--- config.mk ---
export PLATFORM = sky130hd
export DESIGN_NAME = logic_observer_reg
export DESIGN_NICKNAME = d
export VERILOG_FILES = /design/src/rtl/obs_pkg.sv /design/src/rtl/obs_mode_decode.sv /design/src/rtl/obs_feedback.sv /design/src/rtl/obs_stage.sv /design/src/rtl/logic_observer_reg.sv
export SDC_FILE = /design/constraint.sdc
export NUM_CORES = 1
export LEC_CHECK = 0
export ABC_AREA = 1
export BUFFER_PORTS_ARGS = -buffer_cell sky130_fd_sc_hd__buf_2
export CORE_AREA = 2 2 39 41
export DETAILED_ROUTE_END_ITERATION = 10
export DIE_AREA = 0 0 41 43
export PLACE_DENSITY_LB_ADDON = 0.12
export SLEW_MARGIN = 10
export SYNTH_ARGS = -nofsm -noshare
export SYNTH_HDL_FRONTEND = slang
export SYNTH_SLANG_ARGS = --single-unit
--- constraint.sdc ---
create_clock -name clk -period 1.2 [get_ports clk]
set_clock_uncertainty 0.2 [all_clocks]
set_input_delay 0.12 -clock clk [delete_from_list [all_inputs] [get_ports clk]]
set_output_delay 0.12 -clock clk [all_outputs]
set_load 0.005 [all_outputs]
--- src/rtl/obs_pkg.sv ---
// Package: shared types for the observer register.
// Assumes a two-bit mode code whose values select the register function.
package obs_pkg;

    typedef enum logic [1:0] {
        MODE_SCAN  = 2'b00,
        MODE_SIG   = 2'b01,
        MODE_CLEAR = 2'b10,
        MODE_LOAD  = 2'b11
    } obs_mode_e;

    // One-hot function select produced by the decoder.
    typedef struct packed {
        logic scan;
        logic sig;
        logic clear;
        logic load;
    } obs_sel_t;

endpackage

--- src/rtl/obs_mode_decode.sv ---
// Module: obs_mode_decode
// Turns the raw two-bit mode code into a one-hot select for the stages.
// Assumes the code is sampled each cycle; all four codes are legal.
module obs_mode_decode
    import obs_pkg::*;
(
    input  logic [1:0] mode,
    output obs_sel_t   sel
);

    // Purpose: map each mode code to exactly one select line.
    always_comb begin
        sel = '0;
        unique case (obs_mode_e'(mode))
            MODE_SCAN:  sel.scan  = 1'b1;
            MODE_SIG:   sel.sig   = 1'b1;
            MODE_CLEAR: sel.clear = 1'b1;
            MODE_LOAD:  sel.load  = 1'b1;
            default:    sel       = '0;
        endcase
    end

endmodule

--- src/rtl/obs_feedback.sv ---
// Module: obs_feedback
// XOR reduction of the register stages selected by a tap mask.
// Assumes TAP_MASK picks a primitive polynomial for a maximal-length run.
module obs_feedback #(
    parameter int               WIDTH    = 3,
    parameter logic [WIDTH-1:0] TAP_MASK = 3'b110
) (
    input  logic [WIDTH-1:0] q,
    output logic             fb
);

    // Purpose: parity of the tapped stages.
    always_comb begin
        fb = ^(q & TAP_MASK);
    end

endmodule

--- src/rtl/obs_stage.sv ---
// Module: obs_stage
// One bit of the observer: a mode-controlled mux in front of a flop.
// Assumes sel is one-hot and chain_in is the previous stage (or the
// serial input / feedback for stage 0).
module obs_stage
    import obs_pkg::*;
(
    input  logic     clk,
    input  logic     rst_n,
    input  obs_sel_t sel,
    input  logic     d_bit,
    input  logic     chain_in,
    output logic     q_bit
);

    logic nxt;

    // Purpose: pick the next value for this bit from the active function.
    always_comb begin
        nxt = q_bit;
        if (sel.scan)  nxt = chain_in;
        if (sel.sig)   nxt = chain_in ^ d_bit;
        if (sel.clear) nxt = 1'b0;
        if (sel.load)  nxt = d_bit;
    end

    // Purpose: storage flop with synchronous active-low reset.
    always_ff @(posedge clk) begin
        if (!rst_n) q_bit <= 1'b0;
        else        q_bit <= nxt;
    end

endmodule

--- src/rtl/logic_observer_reg.sv ---
// Module: logic_observer_reg
// Multi-mode register at a logic block boundary: parallel load, scan
// shift, pseudo-random generation with signature compaction, and clear.
// Assumes WIDTH >= 2 and a mode code that is valid on every clock edge.
module logic_observer_reg
    import obs_pkg::*;
#(
    parameter int               WIDTH    = 3,
    parameter logic [WIDTH-1:0] TAP_MASK = 3'b110
) (
    input  logic             clk,
    input  logic             rst_n,
    input  logic [1:0]       mode,
    input  logic [WIDTH-1:0] d,
    input  logic             si,
    output logic [WIDTH-1:0] q,
    output logic             so
);

    localparam int LAST = WIDTH - 1;

    obs_sel_t         sel;
    logic             fb;
    logic [WIDTH-1:0] chain;

    obs_mode_decode u_dec (
        .mode (mode),
        .sel  (sel)
    );

    obs_feedback #(.WIDTH(WIDTH), .TAP_MASK(TAP_MASK)) u_fb (
        .q  (q),
        .fb (fb)
    );

    // Purpose: stage 0 is fed by the serial input in scan, feedback otherwise.
    always_comb begin
        chain[0] = sel.sig ? fb : si;
    end

    for (genvar i = 0; i < WIDTH; i++) begin : g_stage
        if (i > 0) begin : g_link
            // Purpose: each later stage follows the one before it.
            always_comb chain[i] = q[i-1];
        end
        obs_stage u_stage (
            .clk      (clk),
            .rst_n    (rst_n),
            .sel      (sel),
            .d_bit    (d[i]),
            .chain_in (chain[i]),
            .q_bit    (q[i])
        );
    end

    // Purpose: serial output is the last stage.
    always_comb so = q[LAST];

    assert_load_R2: assert property (@(posedge clk) disable iff (!rst_n)
        (mode == 2'b11) |=> (q == $past(d)));

    assert_scan_R3: assert property (@(posedge clk) disable iff (!rst_n)
        (mode == 2'b00) |=> (q == {$past(q[LAST-1:0]), $past(si)}));

    assert_clear_R5: assert property (@(posedge clk) disable iff (!rst_n)
        (mode == 2'b10) |=> (q == '0));

    assert_sig_upper_R6: assert property (@(posedge clk) disable iff (!rst_n)
        (mode == 2'b01) |=> (q[LAST:1] == ($past(q[LAST-1:0]) ^ $past(d[LAST:1]))));

    assert_sig_zero_lock_R7: assert property (@(posedge clk) disable iff (!rst_n)
        (mode == 2'b01 && d == '0 && q == '0) |=> (q == '0));

endmodule

==> results.ini <==
[power_and_ir_drop]
comb_power_share_pct=17.8
p_seq_share_pct=31.9
leakagePower_uw=0.000161
p_sw_uw=83.1
peakVddDrop_mv=0.253
power_density_nw_per_um2=1100
internal_power_uw=263
total_power_uw=346
switching_share_pct=24.0
p_clk_share_pct=50.2

[clock_tree]
postCtsSetupRepairBufs=0
cts_root_buf=clkbuf_4
cts.reportedPaths.clkPinSlew_ps=40
insertion_delay_ps=230
cts_buffers=3
cts_tree=yes
cts_buffer_depth=2
cts-htree-levels=1
cts.sinks=3

[sta]
tns_ps=0
relSlewSlack_pct=86.9
final_max_slew_viol_count=0
rsz0062_at_grt=false
setup_viol=0
worstMarginPinSlew_ps=197
achievable-frequency_mhz=865
fin_ws_ps=43.7
post-route-period-util_pct=96.4
hold_violations=0
post-route-min-period_ps=1160

[worst_hold_path]
hp-start=mode[1]
hold_class=in2reg

[global_routing]
overflow=0
grt_util_all_layers_pct=7.72
grt_pass1_wl_microns=855
antenna_found_initial=0
grt_max_degree=7
grt_pass1_vias=211

[synthesis]
seq_area_frac_synth_pct=29.8
synth_seq_cells=3
syn_area_sq_um=201
synth.distinct_cells=10
yosysWarningCount=0
synthCells=33
synth.avg_cell_area_sq_um=6.10
synth_nets=41

[layout]
syn2layout_area_growth_pct=55.9
fin_nets=57
antenna_cells=0
largest_reg_flops=3
top_regs=g_stage.u_stage.q_bit: 3 flops
largest-register=g_stage.u_stage.q_bit
nFillCells=165
fin_cells=64
layout-drive-gt1-share_pct=33.3

[die]
die_w_microns=41
die_area_sq_um=1760
ios=12
initial_core_util_pct=14.6
fp.dieH_microns=43
core_sq_um=1380
rows=14

[critical_path]
crit_arrival_ps=1120
crit_chain=dlygate4sd3_1 > buf_2 > nand2_1 > or2_1 > a21oi_2
critPathLaunchType=input pin
slowest_stage=dlygate4sd3_1
path_buf_inv=2
critPathTopFamily=buffers and inverters
crit_path_end_kind=flip-flop
r2r_start=g_stage[2].u_stage.q_bit$_SDFFE_PN0P_
cp_max_fo=2
critPathKind=in2reg
cp_data_required_time_ps=1170
cp-startpoint=d[2]
critPathMaxStageDelay_ps=520

[detailed_routing]
num_vias=222
post_drt_wl_per_cell_microns=7.23
viasPerCell=3.47
drt-total-wl_microns=463
first_iter_violations=2
drc=0
final_antenna_net_count=0
dr.pass1.iters=3

[place]
portBuffers=11
gp_congestion=0.639
placed_cells=57
dp_slack_ps=118

[run_status]
status=finished, final reports clean

[run]
max_cap_violations=0

worst register-to-register path: cells and delay by family (launching register included):
kind,cells,cell delay [ps]
flip-flops,1,360
buffers and inverters,1,50
AO/OA/AOI/OAI,1,130
AND/OR/NAND/NOR,4,240
kinds of logic (layout without fill, tap and decap cells):
family | Yosys count | after routing | synth area share (%)
buf+inv | 9 | 24 | 22.4
compound gates | 3 | 3 | 9.32
flops | 3 | 3 | 29.8
simple gates | 18 | 18 | 38.5
placed cells by master (no fill, tap or decap):
master and n:
buf_2 11, nand2_1 8, inv_1 6, nor2_1 5, nand3_1 3, clkbuf_4 3, dfxtp_1 3, dlygate4sd3_1 3
a21oi_2 2, or2_1 1, a21oi_1 1, nor3b_1 1, clkbuf_1 1
path summary, 6_finish.rpt:
| check | end | slack [ps] | cells past startpoint |
|---|---|---|---|
| setup reg to reg | g_stage[0].u_stage.q_bit$_SDFFE_PN0P_ | 150 | 6 |
| hold / removal | g_stage[2].u_stage.q_bit$_SDFFE_PN0P_ | 10 | 4 |
| hold reg to reg | g_stage[2].u_stage.q_bit$_SDFFE_PN0P_ | 380 | 4 |
| setup / recovery | g_stage[2].u_stage.q_bit$_SDFFE_PN0P_ | 40 | 5 |
power by group through the flow:
stage               combinational (uW)  clock, uW  sequential [uW]
CTS                               61.7        183              111
floorplan                         34.4          0              112
global placement                  54.1          0              112
finish                            61.8        174              111
global route                      73.2        188              112
detailed placement                54.1          0              112
synthesized netlist by cell type:
cell	n	share of area, %
nor3b_1	1	3.7
buf_4	3	11
a21oi_1	2	5.0
nand3_1	3	7.5
inv_1	6	11
a21oi_2	1	4.3
nand2_1	8	15
or2_1	1	3.1
nor2_1	5	9.3
dfxtp_1	3	30
metrics by stage:
stage / area, sq um / hold WS (ps) / util [%]
4_1_cts: 310 / 16.1 / 22.4
6_report: 314 / 13.4 / 22.7
5_1_grt: 314 / 45.1 / 22.7
3_3_place_gp: 254 / 205 / 18.4
3_5_place_dp: 254 / 187 / 18.4
2_1_floorplan: 201 / 67.1 / -
timing repair:
item	in CTS	in global routing
endpoints found under the hold margin	3	0
setup endpoints to repair	0	1
gates resized for setup	0	1
hold buffers	3	0
routing by layer:
metal	vias to the layer above	share of wire (%)	wire (microns)	track usage (%)
li1	126	-	-	-
met1	90	45	208	8.95
met2	6	50	231	9.69
met3	0	4.8	22	3.14
met4	0	0	0	8.00
met5	-	0	0	0
cell type report:
class	count	area [sq um]	share of cell area [%]
Clock buffer	4	26.3	8.37
Multi-Input combinational cell	21	100	31.9
Inverter	6	22.5	7.17
Tap cell	16	20.0	6.37
Sequential cell	3	60.1	19.1
Timing Repair Buffer	14	85.1	27.1
Note: power is estimated with default switching activity, not from simulation.
